==> src/rtl/rfc_pkg.sv <==
package rfc_pkg;
  // Low part of a line address selects the main cache set
  function automatic logic [31:0] set_of(input logic [31:0] a, input int unsigned iw);
    return a & ((32'd1 << iw) - 32'd1);
  endfunction

  // Remaining upper part is the stored tag
  function automatic logic [31:0] tag_of(input logic [31:0] a, input int unsigned iw);
    return a >> iw;
  endfunction
endpackage

==> src/rtl/rfc_filter.sv <==
module rfc_filter #(
  parameter int ADDR_W  = 12,
  parameter int DATA_W  = 32,
  parameter int ENTRIES = 4
) (
  input  logic              clk,
  input  logic              rst_n,
  input  logic              lk_en,
  input  logic [ADDR_W-1:0] lk_addr,
  output logic              lk_hit,
  output logic [DATA_W-1:0] lk_data,
  output logic              promote,
  input  logic              fill_en,
  input  logic [ADDR_W-1:0] fill_addr,
  input  logic [DATA_W-1:0] fill_data
);
  localparam int IDX_W = (ENTRIES > 1) ? $clog2(ENTRIES) : 1;
  localparam logic [IDX_W-1:0] OLDEST = IDX_W'(ENTRIES - 1);

  logic [ENTRIES-1:0] valid_q;
  logic [ADDR_W-1:0]  addr_q [ENTRIES];
  logic [DATA_W-1:0]  data_q [ENTRIES];
  logic [IDX_W-1:0]   age_q  [ENTRIES];
  logic [ENTRIES-1:0] match;
  logic [IDX_W-1:0]   hit_idx, vic_idx;
  logic               free_found;
  logic [ENTRIES-1:0] age_seen;

  genvar g;
  generate
    for (g = 0; g < ENTRIES; g++) begin : g_cmp
      assign match[g] = valid_q[g] && (addr_q[g] == lk_addr);
    end
  endgenerate

  always_comb begin
    hit_idx = '0;
    lk_data = '0;
    for (int i = 0; i < ENTRIES; i++) begin
      if (match[i]) begin
        hit_idx = IDX_W'(i);
        lk_data = data_q[i];
      end
    end
  end

  assign lk_hit  = |match;
  assign promote = lk_en && lk_hit;

  // victim: lowest free entry, otherwise the oldest one
  always_comb begin
    free_found = 1'b0;
    vic_idx    = '0;
    for (int i = 0; i < ENTRIES; i++) begin
      if (!valid_q[i] && !free_found) begin
        vic_idx    = IDX_W'(i);
        free_found = 1'b1;
      end
    end
    if (!free_found) begin
      for (int i = 0; i < ENTRIES; i++) begin
        if (age_q[i] == OLDEST) vic_idx = IDX_W'(i);
      end
    end
  end

  always_ff @(posedge clk) begin
    if (!rst_n) begin
      valid_q <= '0;
      for (int i = 0; i < ENTRIES; i++) age_q[i] <= IDX_W'(i);
    end else begin
      if (promote) valid_q[hit_idx] <= 1'b0;
      if (fill_en) begin
        valid_q[vic_idx] <= 1'b1;
        for (int i = 0; i < ENTRIES; i++) begin
          if (IDX_W'(i) == vic_idx)          age_q[i] <= '0;
          else if (age_q[i] < age_q[vic_idx]) age_q[i] <= age_q[i] + 1'b1;
        end
      end
    end
  end

  always_ff @(posedge clk) begin
    if (fill_en) begin
      addr_q[vic_idx] <= fill_addr;
      data_q[vic_idx] <= fill_data;
    end
  end

  always_comb begin
    age_seen = '0;
    for (int i = 0; i < ENTRIES; i++) age_seen[age_q[i]] = 1'b1;
  end


  match_onehot_chk: assert property (@(posedge clk) disable iff (!rst_n)
    $onehot0(match));


  free_slot_chk: assert property (@(posedge clk) disable iff (!rst_n)
    (fill_en && !(&valid_q) && !promote)
      |=> ($countones(valid_q) == $past($countones(valid_q)) + 1));


  full_stays_full_chk: assert property (@(posedge clk) disable iff (!rst_n)
    (fill_en && (&valid_q) && !promote) |=> (&valid_q));


  lru_perm_chk: assert property (@(posedge clk) disable iff (!rst_n)
    (&age_seen));
endmodule

==> src/rtl/rfc_main.sv <==
module rfc_main #(
  parameter int ADDR_W = 12,
  parameter int DATA_W = 32,
  parameter int SETS   = 8
) (
  input  logic              clk,
  input  logic              rst_n,
  input  logic [ADDR_W-1:0] rd_addr,
  output logic              rd_hit,
  output logic [DATA_W-1:0] rd_data,
  input  logic              wr_en,
  input  logic [ADDR_W-1:0] wr_addr,
  input  logic [DATA_W-1:0] wr_data
);
  localparam int IDX_W = (SETS > 1) ? $clog2(SETS) : 1;
  localparam int TAG_W = ADDR_W - IDX_W;

  logic [SETS-1:0]   valid_q;
  logic [TAG_W-1:0]  tag_q  [SETS];
  logic [DATA_W-1:0] data_q [SETS];

  logic [IDX_W-1:0] rd_idx, wr_idx;
  logic [TAG_W-1:0] rd_tag, wr_tag;

  assign rd_idx = IDX_W'(rfc_pkg::set_of(32'(rd_addr), IDX_W));
  assign rd_tag = TAG_W'(rfc_pkg::tag_of(32'(rd_addr), IDX_W));
  assign wr_idx = IDX_W'(rfc_pkg::set_of(32'(wr_addr), IDX_W));
  assign wr_tag = TAG_W'(rfc_pkg::tag_of(32'(wr_addr), IDX_W));

  assign rd_hit  = valid_q[rd_idx] && (tag_q[rd_idx] == rd_tag);
  assign rd_data = data_q[rd_idx];

  always_ff @(posedge clk) begin
    if (!rst_n) valid_q <= '0;
    else if (wr_en) valid_q[wr_idx] <= 1'b1;
  end

  // displaced line is simply overwritten
  always_ff @(posedge clk) begin
    if (wr_en) begin
      tag_q[wr_idx]  <= wr_tag;
      data_q[wr_idx] <= wr_data;
    end
  end


  promo_lands_chk: assert property (@(posedge clk) disable iff (!rst_n)
    wr_en |=> (valid_q[$past(wr_idx)] && tag_q[$past(wr_idx)] == $past(wr_tag)));
endmodule

==> src/rtl/reuse_filter_cache.sv <==
module reuse_filter_cache #(
  parameter int ADDR_W    = 12,
  parameter int DATA_W    = 32,
  parameter int FILT_N    = 4,
  parameter int MAIN_SETS = 8
) (
  input  logic              clk,
  input  logic              rst_n,
  input  logic              req_valid,
  input  logic [ADDR_W-1:0] req_addr,
  input  logic              fill_valid,
  input  logic [ADDR_W-1:0] fill_addr,
  input  logic [DATA_W-1:0] fill_data,
  output logic              resp_valid,
  output logic              resp_hit,
  output logic              resp_main,
  output logic [DATA_W-1:0] resp_data
);
  logic              f_hit, m_hit, promote;
  logic [DATA_W-1:0] f_data, m_data;

  rfc_filter #(.ADDR_W(ADDR_W), .DATA_W(DATA_W), .ENTRIES(FILT_N)) u_filt (
    .clk(clk), .rst_n(rst_n),
    .lk_en(req_valid), .lk_addr(req_addr),
    .lk_hit(f_hit), .lk_data(f_data), .promote(promote),
    .fill_en(fill_valid), .fill_addr(fill_addr), .fill_data(fill_data)
  );

  rfc_main #(.ADDR_W(ADDR_W), .DATA_W(DATA_W), .SETS(MAIN_SETS)) u_main (
    .clk(clk), .rst_n(rst_n),
    .rd_addr(req_addr), .rd_hit(m_hit), .rd_data(m_data),
    .wr_en(promote), .wr_addr(req_addr), .wr_data(f_data)
  );

  always_ff @(posedge clk) begin
    if (!rst_n) begin
      resp_valid <= 1'b0;
      resp_hit   <= 1'b0;
      resp_main  <= 1'b0;
      resp_data  <= '0;
    end else begin
      resp_valid <= req_valid;
      resp_hit   <= req_valid && (f_hit || m_hit);
      resp_main  <= req_valid && m_hit;
      resp_data  <= !req_valid ? '0 : f_hit ? f_data : m_hit ? m_data : '0;
    end
  end


  exclusive_chk: assert property (@(posedge clk) disable iff (!rst_n)
    req_valid |-> !(f_hit && m_hit));


  resp_timing_chk: assert property (@(posedge clk) disable iff (!rst_n)
    req_valid |=> resp_valid);


  resp_idle_chk: assert property (@(posedge clk) disable iff (!rst_n)
    !req_valid |=> !resp_valid);


  miss_zero_chk: assert property (@(posedge clk) disable iff (!rst_n)
    (resp_valid && !resp_hit) |-> (resp_data == '0 && !resp_main));
endmodule

==> config.mk <==
export PLATFORM = sky130hd
export DESIGN_NAME = reuse_filter_cache
export DESIGN_NICKNAME = d
export VERILOG_FILES = /design/src/rtl/rfc_pkg.sv /design/src/rtl/rfc_filter.sv /design/src/rtl/rfc_main.sv /design/src/rtl/reuse_filter_cache.sv
export SDC_FILE = /design/constraint.sdc
export NUM_CORES = 1
export LEC_CHECK = 0
export ABC_AREA = 1
export CORE_MARGIN = 2
export CORE_UTILIZATION = 49
export CTS_CLUSTER_DIAMETER = 80
export CTS_CLUSTER_SIZE = 14
export DETAILED_ROUTE_END_ITERATION = 10
export DONT_BUFFER_PORTS = 1
export PLACE_DENSITY = 0.66
export SLEW_MARGIN = 20
export SYNTH_ARGS = -nofsm -noshare
export SYNTH_HDL_FRONTEND = slang
export SYNTH_SLANG_ARGS = --single-unit
==> constraint.sdc <==
create_clock -name clk -period 11.89 [get_ports clk]
set_input_delay 3.567 -clock clk [delete_from_list [all_inputs] [get_ports clk]]
set_output_delay 3.567 -clock clk [all_outputs]
set_load 0.01 [all_outputs]
* After elaboration in Yosys (flattened, before gate mapping)
Memory sizes are Yosys's and may differ from the RTL's.
Cells that the tools add are included.
W data, S select, Z words.
** Cells by class
- Bitwise logic cells :: 12
- Reductions and logical operators :: 23
- Magnitude comparators :: 10
- Add/sub/neg operators :: 4
- Eq/ne operators :: 12
- Mux-type cells :: 81
** Operators with widths (count)
- $mux W32 :: 6
- $mux W1 :: 51
- $eq A12 B12 Y1 :: 4
- $mux W2 :: 17
- $logic_and A1 B1 Y1 :: 14
- $mux W4 :: 3
- $eq A9 B9 Y1 :: 1
- $add A2 B1 Y2 const B :: 4
- $eq A2 B2 Y1 const B :: 4
- $lt A2 B2 Y1 :: 4
- $or A1 B1 Y1 :: 8
- $or A8 B8 Y8 :: 1
- $lt A2 B3 Y1 const B :: 2
- $logic_not A1 Y1 :: 5
- $and A4 B4 Y4 :: 1
- $demux W1 S2 :: 2
- $eq A2 B2 Y1 const A :: 2
- $ge A2 B1 Y1 const B :: 2
- $lt A3 B4 Y1 const B :: 1
- $not A4 Y4 :: 1
- $or A4 B4 Y4 :: 1
- $reduce_or A4 Y1 :: 1
- $bmux W1 S3 :: 1
- $demux W1 S3 :: 1
- 5 further kinds :: 5
** Word-level totals
- Memory bits (writable) :: 512
- Memories :: 5
- Word-level logic and storage cells :: 153
- Register bits after elaboration :: 47
- Input bits :: 60
** Memories
- u_main.data_q :: words 8, width 32, rd ports 1, clocked after memory_dff 0, write ports 1, RTL line rfc_main.sv:20 : logic [DATA_W-1:0] data_q [SETS];
- u_filt.data_q :: words 4, width 32, rd ports 4, clocked after memory_dff 0, write ports 1, RTL line rfc_filter.sv:22 : logic [DATA_W-1:0] data_q [ENTRIES];
- u_main.tag_q :: words 8, width 9, rd ports 1, clocked after memory_dff 0, write ports 1, RTL line rfc_main.sv:19 : logic [TAG_W-1:0] tag_q [SETS];
- u_filt.addr_q :: words 4, width 12, rd ports 4, clocked after memory_dff 0, write ports 1, RTL line rfc_filter.sv:21 : logic [ADDR_W-1:0] addr_q [ENTRIES];
- u_filt.age_q :: words 4, width 2, rd ports 5, clocked after memory_dff 0, write ports 4, RTL line rfc_filter.sv:23 : logic [IDX_W-1:0] age_q [ENTRIES];

* Longest topological paths before layout
An unclocked memory read counts as a cell.
- Depth after elaboration :: 22
- Mapped depth :: 18
- Mapped depth without buffers :: 17

* Cells and area by module
Synthesis repeated with hierarchy kept, for this count alone.
** Unflattened totals
- Cells, all modules :: 1880
- Area total of the unflattened synthesis :: 22391.5 sq um
** By module, submodules not included
- rfc_main :: area an instance 13402.9 sq um, times used 1, cells an instance 1102
- rfc_filter :: area an instance 7791.2 sq um, times used 1, cells an instance 626
- reuse_filter_cache :: area an instance 1197.4 sq um, times used 1, cells an instance 152

* Least setup slack after synthesis
OpenSTA, ideal clock, no wires.
- Path type :: input to register
- From :: input fill_valid
- To :: memory u_filt.age_q[2][0] (netlist name), enable pin
- Setup time :: 0.315 ns
- Data arrival time :: 7.280 ns
- Path slack :: 4.295 ns
- Stages on the path :: 4
- Cell sequence :: inv_1 nor3_1 nand2_1 nand3_1
** RTL lines
- start, declared :: RTL line reuse_filter_cache.sv:11 : input logic fill_valid,
- end, declared :: RTL line rfc_filter.sv:23

* Worst setup path after layout
- From :: input req_addr[0]
- To :: memory u_main.tag_q[3][7] (netlist name), enable pin
** On the way
- Cells in the longest elaborated chain, start to end :: 6
- Elaborated cells on any way between the ends :: 12
- Those cells by class :: eq/ne (4); mux (2); reduce/logical (6)
** RTL lines
- start, declared :: RTL line reuse_filter_cache.sv:10 : input logic [ADDR_W-1:0] req_addr,
- $eq A12 B12 Y1 :: RTL line rfc_filter.sv:32 : assign match[g] = valid_q[g] && (addr_q[g] == lk_addr);
- $logic_and A1 B1 Y1 :: RTL line rfc_filter.sv:32
- $reduce_or A4 Y1 :: RTL line rfc_filter.sv:47 : assign lk_hit = |match;
- $logic_and A1 B1 Y1 :: RTL line rfc_filter.sv:48 : assign promote = lk_en && lk_hit;
- $mux W1 :: RTL line rfc_main.sv:40 : if (wr_en) begin
- $mux W1 (not written as such) :: RTL line rfc_main.sv:41 : tag_q[wr_idx] <= wr_tag;
- end, declared :: RTL line rfc_main.sv:19
Parallel ways exist; a longest one is shown, timed or not.

==> impl_results.md <==
- Util after Layout: 0.5372
- Critical path endpoint category: flop
- Highest-count cells in the layout ignoring fill and taps: edfxtp_1, nand2_1, inv_1
- Slew Limit Headroom: 0.2450
- Synth Warn #: 0
- CTS tree: yes
- Area growth, synth to finish: 7.950%
- TritonCTS Buffers: 45
- Fin. max-slew vios: 0
- DRT antenna net count: 0
- Post CTS Setup Buffer Count: 0
- Syn avg cell area: 12.08 um2
- # setup viols final: 0
- Clock sink count: 559
- Post-synthesis cell count: 1,874
- Die width: 218.9 um
- Final nets: 1,907
- PostCTS Resize Cnt: 0
- Ys flop type: edfxtp_1
- Final std cells w/o fill: 2,480
- IO Count: 95
- Stages on the worst setup path: 14
- Hold path depth: 2
- CTS HTree Levels: 2
- Peak supply drop: 125.1 uV
- Tightest Pin Transition: 1133 ps
- Reg2reg start: u_filt.addr_q[2][2]
- Crit-path leading delay family: simple AND/OR/NAND/NOR gates
- Hold wc startpoint: u_main.valid_q[0]
- Pre-Repair DR Iteration Count: 5
- GR Util met1: 0.3067
- Placer Congestion: 0.8405
- Post-route DRC: 0
- DPL Wire Length: 31.11 mm
- Fraction of layout cells with a size suffix above 1: 0.05957
- Tcrit/Tclk final: 0.5747
- Met3 usage in global routing: 0.05114
- Initial antenna violation count: 0
- Die height: 218.9 um
- Leakage power: 8.766 nW
- Library cells used by synthesis: 45
- Largest fanout on the critical path: 163
- Status: finished clean
- DRT iter0 DRCs: 1,487
- Pre-CTS WS: 4499 ps
- CP Class: in -> reg
- Required @ worst endpoint: 12,120 ps
- EDFF count, synth: 512
- GRT Util Overall: 0.2184
- Routed wire per std cell: 20.82 um
- Starting Density: 0.4976
- Post-Place Cells: 2,396
- Worst setup skew after layout: 26.87 ps
- Critical-path top delay cell: nor2_4
- Final setup margin: 5057 ps
- Hold crit path type: reg -> reg
- Mapped cell area: 22,630 um2
- Final setup TNS: 0 ps
- Pin count of the biggest net entering global routing: 164
- Vias after detailed routing: 13,609
- Commonest non-fill, non-tap cell in the layout: edfxtp_1
- Peak Freq: 0.1463 GHz
- Overall routed net length: 51.63 mm
- Global-route wire length before repair: 78.90 mm
- Via/cell ratio: 5.488
- Buffers on Ports: 0
- Critical path arrival: 7060 ps
- Clock buffer depth: 3
- Met2 layer usage reported by global route: 0.3475
- Clk_lat worst skew: 580 ps
- Root buffer cell: clkbuf_16
- GRT Max-Usage Layer: met2
- Minimum clock period: 6833 ps
- Startpoint Class: input port
- Number of synthesized register bits: 559
- Hold Buf Count CTS: 0
- Overall Power: 0.003682 W
- Syn_nets: 1,938
- Core area: 45,480 um2
- # rows: 78
- Critical Path, Cell by Cell: inv_4 -> nand2_1 -> nand4_1 -> nor2_1 -> and2_1 -> nand3_2 -> nand2_4 -> inv_2 -> nand3_4 -> nand2_4 -> inv_2 -> nand2_1 -> nor2_4 -> buf_4
- Final hold violation count: 0
- Crit path buffers/inverters: 4
- Vias in the first global route: 13,287
- GRT Residual Overflow: 0
- Die area: 47,920 um2
- FFs w/ async S/R, synth: 0
- PD cells: 150.7 nW/um2
- Ant. Diodes: 0
- Max_cap viols: 0
- Clock-pin slew on the worst setup and hold paths: 60 ps
- RSZ-0062 raised after global routing: false
- CP startpoint: req_addr[0]
- Worst r2r path cells: 11
- Worst path max stage delay: 700 ps
- Post-synthesis sequential area ratio: 0.7209
stage by stage:
stage / hold WS, ps / area [um2]
floorplan: 426.8 / 22630
global placement: 443.5 / 23110
detailed placement: 443.6 / 23110
CTS: 453.8 / 24430
global route: 470.4 / 24430
finish: 450.7 / 24430
layout make-up:
type	instances	area [um2]
Timing Repair Buffer	19	142.6
Clock inverter	1	8.758
Sequential cell	559	16320
Clock buffer	83	1311
Fill cell	3819	21050
Tap cell	600	750.7
Multi-Input combinational cell	1058	5296
Inverter	160	605.6
synthesized netlist by cell type, types with 2 or more instances:
cell type  number  share of area
nand3b_1       11         0.0036
nand3_2         3         0.0013
a221oi_1       23         0.0089
nor2_4          3         0.0015
nor3_1          6         0.0013
xnor2_1        18         0.0070
xor2_1         12         0.0046
o22ai_1        34         0.0094
nor2_1        129          0.021
nand2_4         3         0.0015
a32o_1         23          0.010
o211ai_2        2         0.0011
ha_1            4         0.0022
buf_4          10         0.0033
nand3_1        68          0.015
nand2_1       451          0.075
dfxtp_1        47          0.042
nor2_2          2        0.00055
nand4_1         7         0.0019
nor3_2          2        0.00088
clkbuf_1       45         0.0075
o21ai_0        57          0.013
or2_0           5         0.0014
o21a_1          7         0.0023
o21ai_1        21         0.0046
inv_2           9         0.0015
or2_1           4         0.0011
inv_1         148          0.025
buf_1           6         0.0010
o21bai_1        2        0.00066
buf_6           9         0.0045
clkinv_1        2        0.00033
or2_2           3        0.00083
clkbuf_2        2        0.00044
a21oi_1       126          0.028
o211ai_1       26         0.0086
buf_2          25         0.0055
edfxtp_1      512           0.68
tightest hold or removal path: stages (launching register included):
cell and delay, ps:
dfxtp_1 310, inv_1 40, a21oi_1 50
registers in the layout, summed over array words and instances (netlist names), 4 cells and up:
signal and cells:
resp_data 32, u_filt.addr_q 48, u_filt.age_q 8, u_filt.data_q 128
u_filt.valid_q 4, u_main.data_q 256, u_main.tag_q 72, u_main.valid_q 8
report_power, final:
part	total, W	switching [W]	internal (W)
logic	0.000121	0.0000839	0.0000376
clock network	0.00140	0.000655	0.000742
registers	0.00216	0.00000866	0.00215
total	0.00368	0.000747	0.00293
layer usage:
layer,vias up,part of all wire
li1,6488,-
met1,6605,0.44
met2,443,0.46
met3,73,0.077
met4,0,0.017
met5,-,0
final timing paths:
check,slack (ps),to
max,5060,u_main.tag_q[3][7]
min,450,u_main.valid_q[0]
max reg2reg,7750,u_main.tag_q[3][7]
min reg2reg,450,u_main.valid_q[0]
logic make-up (layout without fill, tap and decap cells):
group           Yosys count  in the layout  share of synthesized area
simple gates            702            702                     0.1297
compound gates          322            322                    0.08669
fa+ha+maj                 4              4                   0.002211
flops                   559            559                     0.7209
buf+inv                 257            263                    0.04887
xor+xnor                 30             30                    0.01161
Power figures use the tool's default switching activity.
